File: src/rtl/iq_pkg.sv
package iq_pkg;
  // Readiness of one operand: rdy = value available, spec = woken by an unconfirmed load
  typedef struct packed {
    logic rdy;
    logic spec;
  } src_st_t;
endpackage

File: src/rtl/iq_tag_match.sv
module iq_tag_match #(
  parameter int NT    = 4,
  parameter int NB    = 2,
  parameter int TAG_W = 5
) (
  input  logic [TAG_W-1:0] tag     [NT],
  input  logic [NB-1:0]    bv,
  input  logic [TAG_W-1:0] bt      [NB],
  input  logic [NB-1:0]    bspec,
  output logic [NT-1:0]    hit_real,
  output logic [NT-1:0]    hit_spec
);
  always_comb begin
    hit_real = '0;
    hit_spec = '0;
    for (int t = 0; t < NT; t++) begin
      for (int b = 0; b < NB; b++) begin
        if (bv[b] && (bt[b] == tag[t]) && (tag[t] != '0)) begin
          if (bspec[b]) hit_spec[t] = 1'b1;
          else          hit_real[t] = 1'b1;
        end
      end
    end
  end
endmodule

File: src/rtl/iq_spec_timer.sv
module iq_spec_timer #(
  parameter int LANES = 2,
  parameter int TAG_W = 5,
  parameter int LAT   = 4
) (
  input  logic             clk,
  input  logic             rst_n,
  input  logic [LANES-1:0] fire,
  input  logic [TAG_W-1:0] fire_tag [LANES],
  output logic [LANES-1:0] out_v,
  output logic [TAG_W-1:0] out_tag  [LANES]
);
  for (genvar k = 0; k < LANES; k++) begin : g_lane
    logic [LAT-1:0]   v_q, v_d;
    logic [TAG_W-1:0] t_q [LAT];
    logic [TAG_W-1:0] t_d [LAT];

    always_comb begin
      v_d[0] = fire[k];
      t_d[0] = fire_tag[k];
      for (int s = 1; s < LAT; s++) begin
        v_d[s] = v_q[s-1];
        t_d[s] = t_q[s-1];
      end
    end

    always_ff @(posedge clk or negedge rst_n) begin
      if (!rst_n) v_q <= '0;
      else        v_q <= v_d;
    end

    always_ff @(posedge clk) begin
      for (int s = 0; s < LAT; s++) begin
        if (v_d[s]) t_q[s] <= t_d[s];
      end
    end

    assign out_v[k]   = v_q[LAT-1];
    assign out_tag[k] = t_q[LAT-1];
  end
endmodule

File: src/rtl/iq_age_select.sv
module iq_age_select #(
  parameter int N     = 8,
  parameter int LANES = 2
) (
  input  logic         clk,
  input  logic         rst_n,
  input  logic [N-1:0] alloc,
  input  logic [N-1:0] vld,
  input  logic [N-1:0] req,
  output logic [N-1:0] gnt [LANES]
);
  // older_q[i][j] = 1 when slot j was allocated before slot i
  logic [N-1:0] older_q [N];
  logic [N-1:0] older_d [N];
  logic [LANES-1:0] col [N];

  always_comb begin
    for (int i = 0; i < N; i++) begin
      if (alloc[i]) older_d[i] = vld & ~(N'(1) << i);
      else          older_d[i] = older_q[i] & ~alloc;
    end
  end

  always_ff @(posedge clk or negedge rst_n) begin
    if (!rst_n) begin
      for (int i = 0; i < N; i++) older_q[i] <= '0;
    end else begin
      older_q <= older_d;
    end
  end

  always_comb begin
    logic [N-1:0] cand;
    logic [N-1:0] g;
    cand = req;
    for (int k = 0; k < LANES; k++) begin
      g = '0;
      for (int i = 0; i < N; i++) begin
        g[i] = cand[i] && ((older_q[i] & cand) == '0);
      end
      gnt[k] = g;
      cand   = cand & ~g;
    end
  end

  always_comb begin
    for (int i = 0; i < N; i++) begin
      for (int k = 0; k < LANES; k++) col[i][k] = gnt[k][i];
    end
  end

  for (genvar i = 0; i < N; i++) begin : g_chk
    AST_ONE_LANE_PER_SLOT: assert property (@(posedge clk) disable iff (!rst_n)
      $onehot0(col[i]));
    for (genvar j = i + 1; j < N; j++) begin : g_pair
      AST_AGE_TOTAL_ORDER: assert property (@(posedge clk) disable iff (!rst_n)
        (vld[i] && vld[j]) |-> (older_q[i][j] != older_q[j][i]));
    end
  end
endmodule

File: src/rtl/iq_spec_issue.sv
module iq_spec_issue
  import iq_pkg::*;
#(
  parameter int ENTRIES = 8,
  parameter int TAG_W   = 5,
  parameter int PAY_W   = 8,
  parameter int ISSUE_W = 2,
  parameter int HIT_LAT = 4
) (
  input  logic                       clk,
  input  logic                       rst_n,
  input  logic                       disp_valid,
  input  logic [PAY_W-1:0]           disp_payload,
  input  logic [TAG_W-1:0]           disp_dst,
  input  logic [TAG_W-1:0]           disp_src0,
  input  logic [TAG_W-1:0]           disp_src1,
  input  logic                       disp_is_load,
  output logic                       disp_ready,
  input  logic                       bc_valid,
  input  logic [TAG_W-1:0]           bc_tag,
  input  logic                       resp_valid,
  input  logic [TAG_W-1:0]           resp_tag,
  input  logic                       resp_miss,
  output logic [ISSUE_W-1:0]         iss_valid,
  output logic [ISSUE_W*PAY_W-1:0]   iss_payload,
  output logic [ISSUE_W*TAG_W-1:0]   iss_dst,
  output logic [ISSUE_W-1:0]         spec_valid,
  output logic [ISSUE_W*TAG_W-1:0]   spec_tag
);
  localparam int NT = 2 * ENTRIES + 2;   // all slot sources plus the two dispatch sources
  localparam int NB = 1 + ISSUE_W;       // one real broadcast plus one speculative per lane
  localparam int DSP = 2 * ENTRIES;      // index of the dispatch sources in the tag list

  // slot state
  logic [ENTRIES-1:0] vld_q, vld_d, iss_q, iss_d, ld_q;
  logic [PAY_W-1:0]   pay_q  [ENTRIES];
  logic [TAG_W-1:0]   dst_q  [ENTRIES];
  logic [TAG_W-1:0]   stag_q [ENTRIES][2];
  src_st_t            sst_q  [ENTRIES][2];
  src_st_t            sst_d  [ENTRIES][2];
  src_st_t            wake   [ENTRIES][2];

  logic [ENTRIES-1:0] alloc_pick, alloc, req, gnt_any;
  logic [ENTRIES-1:0] gnt [ISSUE_W];

  logic [NB-1:0]      bv, bspec;
  logic [TAG_W-1:0]   bt    [NB];
  logic [TAG_W-1:0]   tlist [NT];
  logic [NT-1:0]      hr, hs;

  logic [ISSUE_W-1:0] iv, il, sv;
  logic [TAG_W-1:0]   idst [ISSUE_W];
  logic [PAY_W-1:0]   ipay [ISSUE_W];
  logic [TAG_W-1:0]   st_tag [ISSUE_W];
  logic [TAG_W-1:0]   dsrc [2];

  assign dsrc[0] = disp_src0;
  assign dsrc[1] = disp_src1;

  // allocation: lowest free slot
  always_comb begin
    alloc_pick = '0;
    for (int i = ENTRIES - 1; i >= 0; i--) begin
      if (!vld_q[i]) alloc_pick = ENTRIES'(1) << i;
    end
  end
  assign disp_ready = |(~vld_q);
  assign alloc      = disp_valid ? alloc_pick : '0;

  // broadcast bus and tag list for the match array
  always_comb begin
    bv[0] = bc_valid;  bt[0] = bc_tag;  bspec[0] = 1'b0;
    for (int k = 0; k < ISSUE_W; k++) begin
      bv[1+k] = sv[k];  bt[1+k] = st_tag[k];  bspec[1+k] = 1'b1;
    end
    for (int i = 0; i < ENTRIES; i++) begin
      tlist[2*i]   = stag_q[i][0];
      tlist[2*i+1] = stag_q[i][1];
    end
    tlist[DSP]   = disp_src0;
    tlist[DSP+1] = disp_src1;
  end

  iq_tag_match #(.NT(NT), .NB(NB), .TAG_W(TAG_W)) u_match (
    .tag(tlist), .bv(bv), .bt(bt), .bspec(bspec), .hit_real(hr), .hit_spec(hs)
  );

  // wakeup: a real match confirms, a speculative match only fills an empty operand
  always_comb begin
    for (int i = 0; i < ENTRIES; i++) begin
      for (int s = 0; s < 2; s++) begin
        wake[i][s] = sst_q[i][s];
        if (hr[2*i+s]) begin
          wake[i][s].rdy  = 1'b1;
          wake[i][s].spec = 1'b0;
        end else if (hs[2*i+s] && !sst_q[i][s].rdy) begin
          wake[i][s].rdy  = 1'b1;
          wake[i][s].spec = 1'b1;
        end
      end
      req[i] = vld_q[i] && !iss_q[i] && wake[i][0].rdy && wake[i][1].rdy;
    end
  end

  iq_age_select #(.N(ENTRIES), .LANES(ISSUE_W)) u_sel (
    .clk(clk), .rst_n(rst_n), .alloc(alloc), .vld(vld_q), .req(req), .gnt(gnt)
  );

  // next state: resolve responses, then release, then allocate
  always_comb begin
    logic replay;
    gnt_any = '0;
    for (int k = 0; k < ISSUE_W; k++) gnt_any = gnt_any | gnt[k];
    for (int i = 0; i < ENTRIES; i++) begin
      replay = 1'b0;
      for (int s = 0; s < 2; s++) begin
        sst_d[i][s] = wake[i][s];
        if (resp_valid && wake[i][s].spec && (stag_q[i][s] == resp_tag)) begin
          sst_d[i][s].spec = 1'b0;
          if (resp_miss) begin
            sst_d[i][s].rdy = 1'b0;
            replay          = 1'b1;
          end
        end
      end
      iss_d[i] = replay ? 1'b0 : (iss_q[i] | gnt_any[i]);
      vld_d[i] = vld_q[i] && !(iss_d[i] && !sst_d[i][0].spec && !sst_d[i][1].spec);
      if (alloc[i]) begin
        vld_d[i] = 1'b1;
        iss_d[i] = 1'b0;
        for (int s = 0; s < 2; s++) begin
          sst_d[i][s].rdy  = (dsrc[s] == '0) || hr[DSP+s] || hs[DSP+s];
          sst_d[i][s].spec = hs[DSP+s] && !hr[DSP+s] && (dsrc[s] != '0);
        end
      end
    end
  end

  // control registers
  always_ff @(posedge clk or negedge rst_n) begin
    if (!rst_n) begin
      vld_q <= '0;
      iss_q <= '0;
      for (int i = 0; i < ENTRIES; i++) begin
        sst_q[i][0] <= '0;
        sst_q[i][1] <= '0;
      end
    end else begin
      vld_q <= vld_d;
      iss_q <= iss_d;
      sst_q <= sst_d;
    end
  end

  // payload registers, written only on allocation
  always_ff @(posedge clk) begin
    for (int i = 0; i < ENTRIES; i++) begin
      if (alloc[i]) begin
        pay_q[i]     <= disp_payload;
        dst_q[i]     <= disp_dst;
        stag_q[i][0] <= disp_src0;
        stag_q[i][1] <= disp_src1;
        ld_q[i]      <= disp_is_load;
      end
    end
  end

  // issue lane muxes
  always_comb begin
    for (int k = 0; k < ISSUE_W; k++) begin
      iv[k] = 1'b0;  il[k] = 1'b0;  idst[k] = '0;  ipay[k] = '0;
      for (int i = 0; i < ENTRIES; i++) begin
        if (gnt[k][i]) begin
          iv[k]   = 1'b1;
          il[k]   = ld_q[i];
          idst[k] = dst_q[i];
          ipay[k] = pay_q[i];
        end
      end
    end
  end

  iq_spec_timer #(.LANES(ISSUE_W), .TAG_W(TAG_W), .LAT(HIT_LAT)) u_timer (
    .clk(clk), .rst_n(rst_n), .fire(iv & il), .fire_tag(idst), .out_v(sv), .out_tag(st_tag)
  );

  for (genvar k = 0; k < ISSUE_W; k++) begin : g_out
    assign iss_payload[k*PAY_W +: PAY_W] = ipay[k];
    assign iss_dst[k*TAG_W +: TAG_W]     = idst[k];
    assign spec_tag[k*TAG_W +: TAG_W]    = st_tag[k];
  end
  assign iss_valid  = iv;
  assign spec_valid = sv;

  for (genvar i = 0; i < ENTRIES; i++) begin : g_chk
    AST_ALLOC_INTO_FREE: assert property (@(posedge clk) disable iff (!rst_n)
      alloc[i] |-> !vld_q[i]);
    AST_ISSUED_HOLDS_SPEC: assert property (@(posedge clk) disable iff (!rst_n)
      (vld_q[i] && iss_q[i]) |-> (sst_q[i][0].spec || sst_q[i][1].spec));
    AST_MISS_REOPENS: assert property (@(posedge clk) disable iff (!rst_n)
      (resp_valid && resp_miss && vld_q[i] && !alloc[i] && !(bc_valid && bc_tag == resp_tag) &&
       ((sst_q[i][0].spec && stag_q[i][0] == resp_tag) ||
        (sst_q[i][1].spec && stag_q[i][1] == resp_tag))) |=> !iss_q[i]);
  end
endmodule

File: config.mk
export PLATFORM = sky130hd
export DESIGN_NAME = iq_spec_issue
export DESIGN_NICKNAME = d
export VERILOG_FILES = /design/src/rtl/iq_pkg.sv /design/src/rtl/iq_tag_match.sv /design/src/rtl/iq_spec_timer.sv /design/src/rtl/iq_age_select.sv /design/src/rtl/iq_spec_issue.sv
export SDC_FILE = /design/constraint.sdc
export NUM_CORES = 1
export LEC_CHECK = 0
export ABC_AREA = 1
export BUFFER_PORTS_ARGS = -buffer_cell sky130_fd_sc_hd__buf_2
export CAP_MARGIN = 20
export CORE_MARGIN = 1.5
export CORE_UTILIZATION = 31
export CTS_CLUSTER_SIZE = 25
export DETAILED_ROUTE_END_ITERATION = 7
export PLACE_DENSITY_LB_ADDON = 0.25
export SLEW_MARGIN = 0
export SYNTH_ARGS = -nofsm -noshare
export SYNTH_HDL_FRONTEND = slang
export SYNTH_SLANG_ARGS = --single-unit
File: constraint.sdc
create_clock -name clk -period 10.1 [get_ports clk]
set_input_delay 1.01 -clock clk [delete_from_list [all_inputs] [get_ports clk]]
set_output_delay 1.01 -clock clk [all_outputs]
set_load 0.01 [all_outputs]
Yosys cells after proc, flatten, opt, wreduce, memory -nomap -nowiden

Memories as Yosys holds them, arrays and structs flattened.
Index checks and enable logic that the tools add are counted.

$add $sub $neg: 0
Multipliers: 0
Div/mod/pow operators: 0
Order comparisons: 0
Eq/ne operators: 70
Shift operators: 0
Mux-type cells: 351
Bitwise operators: 38
Reductions and logical operators: 336

Operators with widths:

| operator            | number |
|---|---|
| $eq A5 B5 Y1        | 70 |
| $mux W8             | 40 |
| $logic_and A1 B1 Y1 | 224 |
| $mux W1             | 204 |
| $and A8 B8 Y8       | 25 |
| $logic_not A8 Y1    | 16 |
| $mux W5             | 23 |
| $mux W2             | 48 |
| $reduce_bool A5 Y1  | 18 |
| $mux W10            | 7 |
| $reduce_or A10 Y1   | 7 |
| $reduce_or A8 Y1    | 8 |
| $mux W3             | 21 |
| $logic_not A1 Y1    | 50 |
| $reduce_or A5 Y1    | 7 |
| $mux W4             | 8 |
| $not A8 Y8          | 3 |
| $logic_not A5 Y1    | 2 |
| $or A1 B1 Y1        | 8 |
| $or A8 B8 Y8        | 1 |
| $logic_or A1 B1 Y1  | 4 |
| $and A2 B2 Y2       | 1 |

Register bits: 128
Latch bits: 0
Memory bits (writable): 224
Bits in read-only memories: 0
Word-level logic and storage cells: 852
Memories: 5

Memory list:

| memory                | words | width | rd ports | clocked after memory_dff | wr ports | RTL line            | RTL |
|---|---|---|---|---|---|---|---|
| stag_q                | 8     | 10    | 8        | 0                        | 1        | iq_spec_issue.sv:38 | `logic [TAG_W-1:0] stag_q [ENTRIES][2];` |
| pay_q                 | 8     | 8     | 8        | 0                        | 1        | iq_spec_issue.sv:36 | `logic [PAY_W-1:0] pay_q [ENTRIES];` |
| dst_q                 | 8     | 5     | 8        | 0                        | 1        | iq_spec_issue.sv:37 | `logic [TAG_W-1:0] dst_q [ENTRIES];` |
| u_timer.g_lane[0].t_q | 4     | 5     | 4        | 0                        | 4        | iq_spec_timer.sv:15 | `logic [TAG_W-1:0] t_q [LAT];` |
| u_timer.g_lane[1].t_q | 4     | 5     | 4        | 0                        | 4        | iq_spec_timer.sv:15 |  |

Depth between registers and ports, before layout

An unclocked memory read counts as a cell.

Depth after elaboration: 30
Depth in mapped cells: 29

Modules after synthesis

From an unflattened synthesis, not the netlist that was laid out.

Cells, all modules: 3237
Area total of the unflattened synthesis: 22925.7 µm²

Modules (own cells, without submodules):

| module        | times used | cells each | area each (µm²) | seq. area each (µm²) |
|---|---|---|---|---|
| iq_spec_issue | 1          | 1357       | 12010.3         | 6966.7 |
| iq_tag_match  | 1          | 1315       | 5740.5          | 0.0 |
| iq_age_select | 1          | 515        | 3758.6          | 1601.5 |
| iq_spec_timer | 1          | 50         | 1416.4          | 1401.3 |

Worst setup path after synthesis

OpenSTA, ideal clock, no wires.

Kind: input to register
Start: input disp_valid
End: register u_sel.older_q[23] (netlist name)
Setup time: 0.132 ns
Arrival time: 4.307 ns
Data required time: 9.968 ns
Slack: 5.661 ns
Stages on the path: 12
Cells stage by stage: nand2_1 -> nor2_1 -> inv_1 -> nor2_1 -> inv_1 -> nor2_1 -> inv_1 -> nor4_2 -> clkinv_1 -> clkbuf_1 -> nand3_1 -> o21ai_0

RTL lines:

| item                 | RTL line            | RTL |
|---|---|---|
| start, declared      | iq_spec_issue.sv:12 | `input logic disp_valid,` |
| end signal, assigned | iq_age_select.sv:28 | `older_q <= older_d;` |
| end, declared        | iq_age_select.sv:13 | `logic [N-1:0] older_q [N];` |

==> flow_summary.ini <==
[yosys]
synthSimpleGateAreaFrac_pct = 31.2
async_flop_share_pct = 34.1
ys.flop_type = edfxtp_1
synth_top_family_by_area = simple AND/OR/NAND/NOR gates
syn_nets = 2868
yosysWarnings = 0
ys_ff_latch = 352
synth_fa_ha_area_share_pct = 0
synth_enable_flop_cells = 232
synth_seq_area_share_pct = 45.7
netlist_area_um2 = 21800
synth_xor_area_share_pct = 2.49
synthMuxAreaShare_pct = 0
avgSynthCellArea_um2 = 7.72
netlist_instances = 2828
synth_compound_area_share_pct = 11.6
synth.distinct_cells = 57

[clocking]
cts_sinks = 352
cts_resized = 0
cts_setup_buffers = 0
clk_latency_ns = 0.60
clk_pin_slew_ns = 0.06
holdBufCountCts = 0
htree_num_levels = 2
cts_buffers = 42
clockRootBuffer = clkbuf_16
cts.path.max_buffers = 3
cts_tree = done

[sta]
maxClockFrequency_mhz = 155
period_needed_ns = 6.45
setup_viol = 0
finalHoldViolCount = 0
drv_slew = 0
fin_crit_sh_pct = 63.8
worst_pin_slew_ns = 1.17
relSlewSlack_pct = 21.9
skew_ns = 0.0274
rsz0062_at_grt = false
fin_setup_tns_ns = 0

[placement]
numPortBuffers = 80
gp_congestion = 0.967
dp_hpwl_mm = 57.6

[hold_path]
worstHoldPathCells = 0
worstHoldStart = u_timer.g_lane[0].t_q[2][4]
hp-class = flop to flop
holdPathEnd = u_timer.g_lane[0].t_q[3][4]

[floorplan]
initial_utilization_pct = 31.2
core-area_um2 = 69900
die_h_um = 268
die_width_um = 268
std_cell_rows = 97
pin_count = 81
die_area_um2 = 72000

[worst_setup_path]
worst_setup_path_end_kind = output port
critical_path_required_ns = 9.09
rrSetupSlack_ns = 4.76
crit_type = flop to output port
worstRegToRegCells = 22
worst_setup_path_start_kind = flop
crit_arrival_ns = 5.44
r2r-end = u_timer.g_lane[1].t_q[0][4]
r2r_start = u_timer.g_lane[1].t_q[3][0]
path_max_fanout = 25

[detailed_routing]
first_iter_violations = 2524
vias_per_cell = 5.27
wl_mm = 85.0
drc = 0
num_vias = 20100
ant_nets = 0
drtPass1Iterations = 7
post_drt_wl_per_cell_um = 22.3

[global_route]
grt_pass1_wl_mm = 125
antenna_found_initial = 0
grtUsageTotal_pct = 23.4
grt_max_degree = 64
grt_pass1_vias = 18800
overflow = 0

[power]
p_leak_nw = 10.8
p_seq_share_pct = 43.8
combPwrFrac_pct = 21.2
power.switching_mw = 1.48
p_per_area_nw_per_um2 = 178
clockPowerShare_pct = 34.9
vdd_drop_max_mv = 0.124
p_sw_share_pct = 34.6
intPower_mw = 2.81
power_mw = 4.29

[cells_and_area]
layout-drive-gt1-share_pct = 10.5
fill_cells = 7457
fin_nets = 2880
synthToLayoutAreaGrowth_pct = 10.6

[job]
maxCapViolCount = 0

[status]
status = completed
kinds of logic (layout without fill, tap and decap cells):
family                 Yosys count  count (layout)
buffers and inverters          430             475
AO/OA/AOI/OAI                  438             438
flip-flops                     352             352
other                            0               1
XOR/XNOR                        62              62
AND/OR/NAND/NOR               1546            1546
routing by layer:
layer	wire length (µm)	track usage, %
met5	0	0
met3	5810	3.24
met2	39900	39.2
met4	3940	10.3
met1	35400	30.1
layout make-up:
type	count	area (µm²)	share of cell area, %
sequential	352	9970	41.3
multi-input combinational	2046	9940	41.2
tap	940	1180	4.87
clock buffer	59	1150	4.78
inverter	295	1120	4.64
timing repair buffer	103	599	2.48
clock inverter	18	181	0.752
antenna	1	2.50	0.0104
critical path, stage by stage, from the launching register on:
cell	delay (ns)
edfxtp_1	0.84
inv_2	0.49
nor2_1	0.19
nor2_1	0.06
nand3_1	0.08
nand2_1	0.06
nand2_1	0.22
nand2_4	0.15
nand4_1	0.11
nand2_1	0.14
nor2_1	0.16
nand2_2	0.10
or2_2	0.35
nor2_1	0.78
inv_1	0.28
o221ai_1	0.24
o22ai_1	0.10
o21ai_1	0.25
buf_2	0.19
sequential cells by signal, indices dropped and copies added, names as in the netlist:
register,flops
u_sel.older_q,64
stag_q,80
u_timer.g_lane.t_q,40
dst_q,40
iss_q,8
ld_q,8
sst_q,32
u_timer.g_lane.v_q,8
vld_q,8
pay_q,64
cell usage after synthesis (6+ instances only):
cell type | instances | area share (%)
nand3_1 | 154 | 3.5
o31ai_1 | 9 | 0.31
a221oi_1 | 31 | 1.2
buf_2 | 38 | 0.87
nor2_4 | 7 | 0.36
a2111oi_0 | 7 | 0.28
nand2_1 | 800 | 14
o21ai_1 | 64 | 1.5
nor2_2 | 36 | 1.0
a21oi_1 | 57 | 1.3
or2_1 | 7 | 0.20
nor3_1 | 17 | 0.39
nor2_1 | 341 | 5.9
nand3_2 | 6 | 0.28
nand2_4 | 17 | 0.88
o21a_1 | 9 | 0.31
nand3b_1 | 10 | 0.34
xor2_1 | 42 | 1.7
o22ai_1 | 44 | 1.3
o21ai_0 | 194 | 4.4
inv_2 | 26 | 0.45
edfxtp_1 | 232 | 32
dfrtp_1 | 120 | 14
clkinv_1 | 7 | 0.12
nand2_2 | 13 | 0.37
xnor2_1 | 20 | 0.80
clkbuf_1 | 41 | 0.71
or2_2 | 11 | 0.32
buf_4 | 24 | 0.83
nand4_1 | 111 | 3.2
buf_6 | 26 | 1.3
inv_1 | 258 | 4.4
through the flow:
step | instances | setup slack [ns] | utilization (%) | area (µm²) | hold slack [ns]
floorplan | 2828 | 5.66 | - | 21800 | 0.400
global placement | 3734 | 3.42 | 32.6 | 22800 | 0.402
detailed placement | 3734 | 3.36 | 32.6 | 22800 | 0.405
CTS | 3811 | 3.12 | 34.5 | 24100 | 0.418
global route | 3813 | 3.36 | 34.5 | 24100 | 0.429
finish | 3814 | 3.65 | 34.5 | 24100 | 0.417
worst max-delay path by stage:
stage	from	end	slack [ns]	cells after the start
floorplan	disp_valid	u_sel.older_q[23]	5.66	12
global placement	bc_tag[0]	iss_dst[1]	3.42	21
detailed placement	bc_tag[2]	iss_dst[1]	3.36	21
CTS	u_timer.g_lane[1].t_q[3][0]	iss_dst[1]	3.12	21
global route	u_timer.g_lane[1].t_q[3][0]	iss_dst[9]	3.36	23
finish	u_timer.g_lane[1].t_q[3][0]	iss_dst[1]	3.65	18
power by group through the flow:
stage | Sequential [mW] | Clock (mW) | Combinational, mW
3_3_place_gp | 1.91 | 0 | 0.891
5_1_grt | 1.89 | 1.58 | 0.992
2_1_floorplan | 1.84 | 0 | 0.597
3_5_place_dp | 1.90 | 0 | 0.893
6_report | 1.88 | 1.50 | 0.911
4_1_cts | 1.88 | 1.53 | 0.895
cell usage in the layout (no fill, tap or decap), types with 44 or more instances in the layout:
cell / netlist / routed
buf_2: 38 / 79
nand4_1: 111 / 111
nand3_1: 154 / 154
edfxtp_1: 232 / 232
inv_1: 258 / 258
dfrtp_1: 120 / 120
a21oi_1: 57 / 57
nand2_1: 800 / 800
o21ai_0: 194 / 194
o22ai_1: 44 / 44
o21ai_1: 64 / 64
nor2_1: 341 / 335
No activity file was read; power rests on OpenSTA's default activity.
